## config.mk

```make
export PLATFORM = sky130hd
export DESIGN_NAME = ctx_sched
export DESIGN_NICKNAME = d
export VERILOG_FILES = /design/src/rtl/ctx_sched_pkg.sv /design/src/rtl/ctx_status_bank.sv /design/src/rtl/ctx_rr_pick.sv /design/src/rtl/ctx_slot_track.sv /design/src/rtl/ctx_sched.sv
export SDC_FILE = /design/constraint.sdc
export NUM_CORES = 1
export LEC_CHECK = 0
export ABC_AREA = 0
export BUFFER_PORTS_ARGS = -buffer_cell sky130_fd_sc_hd__buf_2
export CORE_MARGIN = 8
export CORE_UTILIZATION = 43
export DETAILED_ROUTE_END_ITERATION = 16
export PLACE_DENSITY = 0.72
export SYNTH_ARGS = -nofsm -noshare
export SYNTH_HDL_FRONTEND = slang
export SYNTH_SLANG_ARGS = --single-unit
```

## constraint.sdc

```tcl
create_clock -name clk -period 3.3 [get_ports clk]
set_input_delay 0.495 -clock clk [delete_from_list [all_inputs] [get_ports clk]]
set_output_delay 0.495 -clock clk [all_outputs]
set_load 0.01 [all_outputs]
```

## src/rtl/ctx_sched_pkg.sv

```systemverilog
// Shared types of the multi-context scheduler.
// Assumes: a context state fits in two bits.
package ctx_sched_pkg;
    typedef enum logic [1:0] {
        ST_FREE = 2'b00,
        ST_RUN  = 2'b01,
        ST_WAIT = 2'b10,
        ST_HALT = 2'b11
    } ctx_state_e;
endpackage

```

## src/rtl/ctx_status_bank.sv

```systemverilog
// Per-context state and program counter storage.
// Does: applies start, stop, sleep and wake commands to the states, and
// loads, redirects or advances the counters.
// Assumes: commands are single-cycle pulses, and at most one command of each
// kind arrives per cycle.
module ctx_status_bank
    import ctx_sched_pkg::*;
#(
    parameter int NUM_CTX = 4,
    parameter int PC_W    = 16,
    parameter int CTX_W   = 2
) (
    input  logic             clk,
    input  logic             rst_n,
    input  logic             start_valid,
    input  logic [PC_W-1:0]  start_pc,
    input  logic             sleep_valid,
    input  logic [CTX_W-1:0] sleep_ctx,
    input  logic             wake_valid,
    input  logic [CTX_W-1:0] wake_ctx,
    input  logic             stop_valid,
    input  logic [CTX_W-1:0] stop_ctx,
    input  logic             resolve_valid,
    input  logic [CTX_W-1:0] resolve_ctx,
    input  logic [PC_W-1:0]  resolve_pc,
    input  logic             adv_valid,
    input  logic [CTX_W-1:0] adv_ctx,
    output ctx_state_e       st_o [NUM_CTX],
    output logic [PC_W-1:0]  pc_o [NUM_CTX],
    output logic [NUM_CTX-1:0] run_mask
);
    ctx_state_e          st_q [NUM_CTX];
    logic [PC_W-1:0]     pc_q [NUM_CTX];
    logic [NUM_CTX-1:0]  start_hit;
    logic                slot_taken;

    // Choose the lowest-numbered context that is free or halted for a start.
    always_comb begin
        start_hit  = '0;
        slot_taken = 1'b0;
        for (int i = 0; i < NUM_CTX; i++) begin
            if (start_valid && !slot_taken &&
                (st_q[i] == ST_FREE || st_q[i] == ST_HALT)) begin
                start_hit[i] = 1'b1;
                slot_taken   = 1'b1;
            end
        end
    end

    for (genvar i = 0; i < NUM_CTX; i++) begin : g_ctx
        // State update for one context; a start, then a stop, then a sleep, then a wake.
        always_ff @(posedge clk) begin
            if (!rst_n) begin
                st_q[i] <= ST_FREE;
            end else if (start_hit[i]) begin
                st_q[i] <= ST_RUN;
            end else if (stop_valid && stop_ctx == CTX_W'(i) &&
                         (st_q[i] == ST_RUN || st_q[i] == ST_WAIT)) begin
                st_q[i] <= ST_HALT;
            end else if (sleep_valid && sleep_ctx == CTX_W'(i) && st_q[i] == ST_RUN) begin
                st_q[i] <= ST_WAIT;
            end else if (wake_valid && wake_ctx == CTX_W'(i) && st_q[i] == ST_WAIT) begin
                st_q[i] <= ST_RUN;
            end
        end

        // Counter update for one context; a start, then a redirect, then an advance.
        always_ff @(posedge clk) begin
            if (!rst_n) begin
                pc_q[i] <= '0;
            end else if (start_hit[i]) begin
                pc_q[i] <= start_pc;
            end else if (resolve_valid && resolve_ctx == CTX_W'(i)) begin
                pc_q[i] <= resolve_pc;
            end else if (adv_valid && adv_ctx == CTX_W'(i)) begin
                pc_q[i] <= pc_q[i] + PC_W'(1);
            end
        end

        assign st_o[i]     = st_q[i];
        assign pc_o[i]     = pc_q[i];
        assign run_mask[i] = (st_q[i] == ST_RUN);
    end
endmodule

```

## src/rtl/ctx_rr_pick.sv

```systemverilog
// Round-robin picker over the eligible contexts.
// Does: grants the first eligible context after the one granted last,
// wrapping around. The pointer moves only on a grant.
// Assumes: the eligibility mask is settled within the cycle.
module ctx_rr_pick #(
    parameter int NUM_CTX = 4,
    parameter int CTX_W   = 2
) (
    input  logic               clk,
    input  logic               rst_n,
    input  logic [NUM_CTX-1:0] elig,
    output logic               grant_valid,
    output logic [CTX_W-1:0]   grant_ctx
);
    logic [CTX_W-1:0] last_q;
    logic [31:0]      cand;

    // Scan from the farthest offset down to the nearest, so the nearest eligible context wins.
    always_comb begin
        grant_valid = 1'b0;
        grant_ctx   = last_q;
        cand        = '0;
        for (int k = NUM_CTX; k >= 1; k--) begin
            cand = (32'(last_q) + 32'(k)) % 32'(NUM_CTX);
            if (elig[cand[CTX_W-1:0]]) begin
                grant_valid = 1'b1;
                grant_ctx   = cand[CTX_W-1:0];
            end
        end
    end

    // Remember the last granted context.
    always_ff @(posedge clk) begin
        if (!rst_n) begin
            last_q <= CTX_W'(NUM_CTX - 1);
        end else if (grant_valid) begin
            last_q <= grant_ctx;
        end
    end
endmodule

```

## src/rtl/ctx_slot_track.sv

```systemverilog
// In-flight tracker for the delay window.
// Does: records the validity and context of the last DELAY issues, and flags
// the ones that share the resolving instruction's context.
// Assumes: the resolving instruction is the one issued DELAY+1 cycles earlier.
module ctx_slot_track #(
    parameter int CTX_W = 2,
    parameter int DELAY = 3
) (
    input  logic             clk,
    input  logic             rst_n,
    input  logic             issue_valid,
    input  logic [CTX_W-1:0] issue_ctx,
    input  logic             resolve_valid,
    input  logic [CTX_W-1:0] resolve_ctx,
    output logic [DELAY-1:0] kill
);
    logic             hv_q [DELAY];
    logic [CTX_W-1:0] hc_q [DELAY];

    // Flag the younger slots that belong to the resolving context.
    always_comb begin
        for (int s = 0; s < DELAY; s++) begin
            kill[s] = resolve_valid && hv_q[s] && (hc_q[s] == resolve_ctx);
        end
    end

    for (genvar s = 0; s < DELAY; s++) begin : g_slot
        if (s == 0) begin : g_head
            // Capture this cycle's issue.
            always_ff @(posedge clk) begin
                if (!rst_n) begin
                    hv_q[s] <= 1'b0;
                    hc_q[s] <= '0;
                end else begin
                    hv_q[s] <= issue_valid;
                    hc_q[s] <= issue_ctx;
                end
            end
        end else begin : g_tail
            // Age a slot and drop its valid bit once it has been invalidated.
            always_ff @(posedge clk) begin
                if (!rst_n) begin
                    hv_q[s] <= 1'b0;
                    hc_q[s] <= '0;
                end else begin
                    hv_q[s] <= hv_q[s-1] && !kill[s-1];
                    hc_q[s] <= hc_q[s-1];
                end
            end
        end
    end
endmodule

```

## src/rtl/ctx_sched.sv

```systemverilog
// Top of the cycle-by-cycle multi-context scheduler.
// Does: issues one runnable context per cycle in round-robin order, or a
// bubble. Applies the context commands and invalidates same-context slots
// on a resolve.
// Assumes: all commands are synchronous to clk, and reset is synchronous and
// active low.
module ctx_sched
    import ctx_sched_pkg::*;
#(
    parameter int NUM_CTX = 4,
    parameter int PC_W    = 16,
    parameter int DELAY   = 3,
    localparam int CTX_W  = (NUM_CTX > 1) ? $clog2(NUM_CTX) : 1
) (
    input  logic                   clk,
    input  logic                   rst_n,
    input  logic                   start_valid,
    input  logic [PC_W-1:0]        start_pc,
    input  logic                   sleep_valid,
    input  logic [CTX_W-1:0]       sleep_ctx,
    input  logic                   wake_valid,
    input  logic [CTX_W-1:0]       wake_ctx,
    input  logic                   stop_valid,
    input  logic [CTX_W-1:0]       stop_ctx,
    input  logic                   resolve_valid,
    input  logic [CTX_W-1:0]       resolve_ctx,
    input  logic [PC_W-1:0]        resolve_pc,
    output logic                   issue_valid,
    output logic [CTX_W-1:0]       issue_ctx,
    output logic [PC_W-1:0]        issue_pc,
    output logic                   pipe_sleep,
    output logic [DELAY-1:0]       slot_kill,
    output logic [2*NUM_CTX-1:0]   ctx_status
);
    ctx_state_e         st   [NUM_CTX];
    logic [PC_W-1:0]    pcs  [NUM_CTX];
    logic [NUM_CTX-1:0] run_mask;
    logic [NUM_CTX-1:0] hold_mask;
    logic [NUM_CTX-1:0] elig;

    ctx_status_bank #(.NUM_CTX(NUM_CTX), .PC_W(PC_W), .CTX_W(CTX_W)) u_bank (
        .clk(clk), .rst_n(rst_n),
        .start_valid(start_valid), .start_pc(start_pc),
        .sleep_valid(sleep_valid), .sleep_ctx(sleep_ctx),
        .wake_valid(wake_valid), .wake_ctx(wake_ctx),
        .stop_valid(stop_valid), .stop_ctx(stop_ctx),
        .resolve_valid(resolve_valid), .resolve_ctx(resolve_ctx), .resolve_pc(resolve_pc),
        .adv_valid(issue_valid), .adv_ctx(issue_ctx),
        .st_o(st), .pc_o(pcs), .run_mask(run_mask)
    );

    // A context being redirected this cycle sits out one turn.
    always_comb begin
        for (int i = 0; i < NUM_CTX; i++) begin
            hold_mask[i] = resolve_valid && (resolve_ctx == CTX_W'(i));
        end
    end
    assign elig = run_mask & ~hold_mask;

    ctx_rr_pick #(.NUM_CTX(NUM_CTX), .CTX_W(CTX_W)) u_pick (
        .clk(clk), .rst_n(rst_n), .elig(elig),
        .grant_valid(issue_valid), .grant_ctx(issue_ctx)
    );

    ctx_slot_track #(.CTX_W(CTX_W), .DELAY(DELAY)) u_track (
        .clk(clk), .rst_n(rst_n),
        .issue_valid(issue_valid), .issue_ctx(issue_ctx),
        .resolve_valid(resolve_valid), .resolve_ctx(resolve_ctx),
        .kill(slot_kill)
    );

    assign issue_pc   = pcs[issue_ctx];
    assign pipe_sleep = !issue_valid;

    for (genvar i = 0; i < NUM_CTX; i++) begin : g_pack
        assign ctx_status[2*i +: 2] = st[i];
    end
endmodule

```

==> impl_metrics.ini <==
[sta]
rsz0062_at_grt = no
worst_pin_slew_ps = 1150
drv_slew = 0
min_period_ps = 3120
fin_worst_skew_ps = 8.30
finalHoldViolCount = 0
fin_hold_ws_ps = 457
finalCritPeriodShare = 0.946
max_freq_ghz = 0.320
setup_viol = 0
setup_tns_ps = 0
slew_headroom = 0.229

[drt]
wl_met1_mm = 7.99
post-route-drc-count = 0
routed-wl-met2_mm = 8.22
wl_met3_mm = 1.54
top_layer_used = met4
antenna_left = 0
via_count = 5204
routed_via_density = 6.09
routed_wl_mm = 18.0
first_pass_iters = 5
wl_per_cell_um = 21.1
drtIter0Drc = 685

[global_routing]
grt_overflow = 0
grt_use_total = 0.196
grt_pass1_wl_mm = 28.1
grt_pass1_vias = 5040
antenna_found_initial = 0
grt_start_max_net_pins = 23

[clocking]
root_buffer = clkbuf_16
ctsHoldBuffers = 0
htreeDepth = 3
cts_tree = yes
cts_buffers = 9
clkLatencyLatePin_ps = 340
clock_sinks = 83
clockBufferDepth = 2
path_clk_slew_ps = 60

[pwr]
power_frac_comb = 0.364
power_density_nw_per_um2 = 614
power_switching_mw = 1.63
ir_drop_mv = 0.284
total_power_mw = 4.28
power_frac_clock = 0.233
cellLeakagePower_nw = 2.87
intPower_mw = 2.65
seqPwrFrac = 0.402
switching_share = 0.381

[cells_and_area]
drive_gt1_frac = 0.203
fill_cells = 1262
ff_latch_area_um2 = 2380
diodes = 0
area_growth_pct = 14.2
finalNetCount = 730
multiInputGateArea_um2 = 3500

[synthesis]
yosys_warnings = 0
synth.top_cell.area_share = 0.355
synth.avg_cell_area_um2 = 10.3
netlist_area_um2 = 6100
synth_top_cell_by_area = edfxtp_1
synth_area_leaders = edfxtp_1, mux2i_1, a22oi_1
ys_async_sr_fraction = 0
ys.flop_type = edfxtp_1
synthTopCellsByCount = mux2i_1, edfxtp_1, a22oi_1
ys_ff_latch = 83
synth-edff-count = 72
synth_fp_nets = 653
synth_cell_types = 53
syn-instance-count = 594
ys_seq_area_frac = 0.391
yosysMostFrequentCell = mux2i_1

[die]
pin_count = 78
dieWidth_um = 135
num_rows = 43
initial_core_util = 0.439
die_h_um = 135
dieArea_um2 = 18200
core-area_um2 = 13900

[run_status]
status = finished clean

[critical_path]
crit_buf_inv = 2
critPathCaptureType = primary output
worstPathCellList = ha_1 > nand2b_1 > o21ai_0 > o21ai_2 > buf_4 > mux2i_1 > buf_2
critPathLaunch = u_bank.st_q[3][0]$_SDFFCE_PP1P_
cpPeakStageDelay_ps = 480
critPathMaxFanout = 13
crit_family = compound AO/OA/AOI/OAI gates
r2r_start = u_bank.st_q[3][1]$_SDFFCE_PP0P_
startpoint_type = register
critical_path_class = register to primary output
crit_required_ps = 2800
arrival_ps = 2630
slowest_stage = o21ai_2

[hold_path]
hp-class = register to register
holdCritStartpoint = u_track.hv_q[0]$_DFF_P_

[placed_design]
routabilityCongestion = 0.958
dpl.hpwl_mm = 14.2
io_buffers = 77

[run]
cap_violations = 0
final cells by class:
cell class              count  share of cell area
multi-input cells         467               0.503
flip-flops and latches     83               0.342
repair buffers             92              0.0721
clock buffers               9              0.0323
well taps                 180              0.0323
inverters                  18             0.00970
clock inverters             6             0.00827
cells in the final DEF, fill, tap and decap left out, types with 4 or more instances in the layout:
| master | Yosys | final |
|---|---|---|
| buf_2 | 5 | 77 |
| mux2i_1 | 75 | 75 |
| edfxtp_1 | 72 | 72 |
| a22oi_1 | 53 | 53 |
| xor2_1 | 38 | 38 |
| nand2_1 | 35 | 35 |
| nand3_1 | 33 | 33 |
| nor2_1 | 29 | 29 |
| and3_1 | 24 | 24 |
| xnor2_1 | 23 | 23 |
| o21ai_0 | 23 | 22 |
| inv_1 | 18 | 18 |
| nor3_1 | 16 | 16 |
| buf_4 | 6 | 14 |
| o21ai_1 | 13 | 13 |
| ha_1 | 12 | 12 |
| nand4_1 | 11 | 11 |
| dfxtp_1 | 11 | 11 |
| and2_1 | 9 | 9 |
| clkbuf_16 | 0 | 9 |
| a21oi_1 | 8 | 8 |
| a2111oi_2 | 7 | 7 |
| nor2b_1 | 5 | 5 |
| mux2_2 | 5 | 5 |
| and4_1 | 4 | 4 |
| nand4b_1 | 4 | 4 |
path summary, 6_finish.rpt:
check	end	slack (ps)	cells past startpoint
hold / removal	u_track.hv_q[1]$_DFF_P_	460	2
setup reg to reg	u_bank.pc_q[3][6]$_DFFE_PP_	520	8
setup / recovery	issue_pc[9]	180	7
hold reg to reg	u_track.hv_q[1]$_DFF_P_	460	2
per-layer routing:
metal  global-route usage  vias up
li1                     -     2411
met1                0.279     2530
met2                0.299      237
met3               0.0279       26
met4               0.0617        0
met5                    0        -
tightest hold or removal path, stage by stage (launching register included):
cell	delay (ps)
dfxtp_1	310
nand2_1	60
nor2_1	40
cell families (layout without fill, tap and decap cells):
| logic type | after synthesis | after routing | synth area share |
|---|---|---|---|
| multiplexers | 81 | 81 | 0.134 |
| buffers and inverters | 44 | 125 | 0.0355 |
| XOR/XNOR | 61 | 61 | 0.0876 |
| flip-flops | 83 | 83 | 0.391 |
| adder cells (fa/ha/maj) | 12 | 12 | 0.0246 |
| AND/OR/NAND/NOR | 198 | 198 | 0.189 |
| AO/OA/AOI/OAI | 115 | 115 | 0.138 |
what timing repair did:
item | 4_1_cts | 5_1_grt
buffers inserted | 0 | 0
setup endpoints to repair | 0 | 3
gates resized for setup | 0 | 1
state kept, by name, summed over array words and instances (netlist names):
signal         cells
u_track.hv_q       3
u_track.hc_q       6
u_pick.last_q      2
u_bank.pc_q       64
u_bank.st_q        8
power groups by stage:
stage | Combinational [mW] | Clock [mW] | Sequential, mW
CTS | 1.55 | 1.00 | 1.70
floorplan | 1.10 | 0 | 1.62
global placement | 1.50 | 0 | 1.71
finish | 1.56 | 0.998 | 1.72
global route | 1.68 | 1.04 | 1.74
detailed placement | 1.54 | 0 | 1.72
stage by stage:
step	cell area (um2)	utilization	setup WS, ps	instances
after CTS	6960	0.501	122	855
after detailed placement	6680	0.481	275	840
after floorplan	6100	-	94.9	594
after global routing	6960	0.502	35.4	855
after global placement	6680	0.481	406	840
final	6960	0.502	179	855
Power figures use the tool's default switching activity.
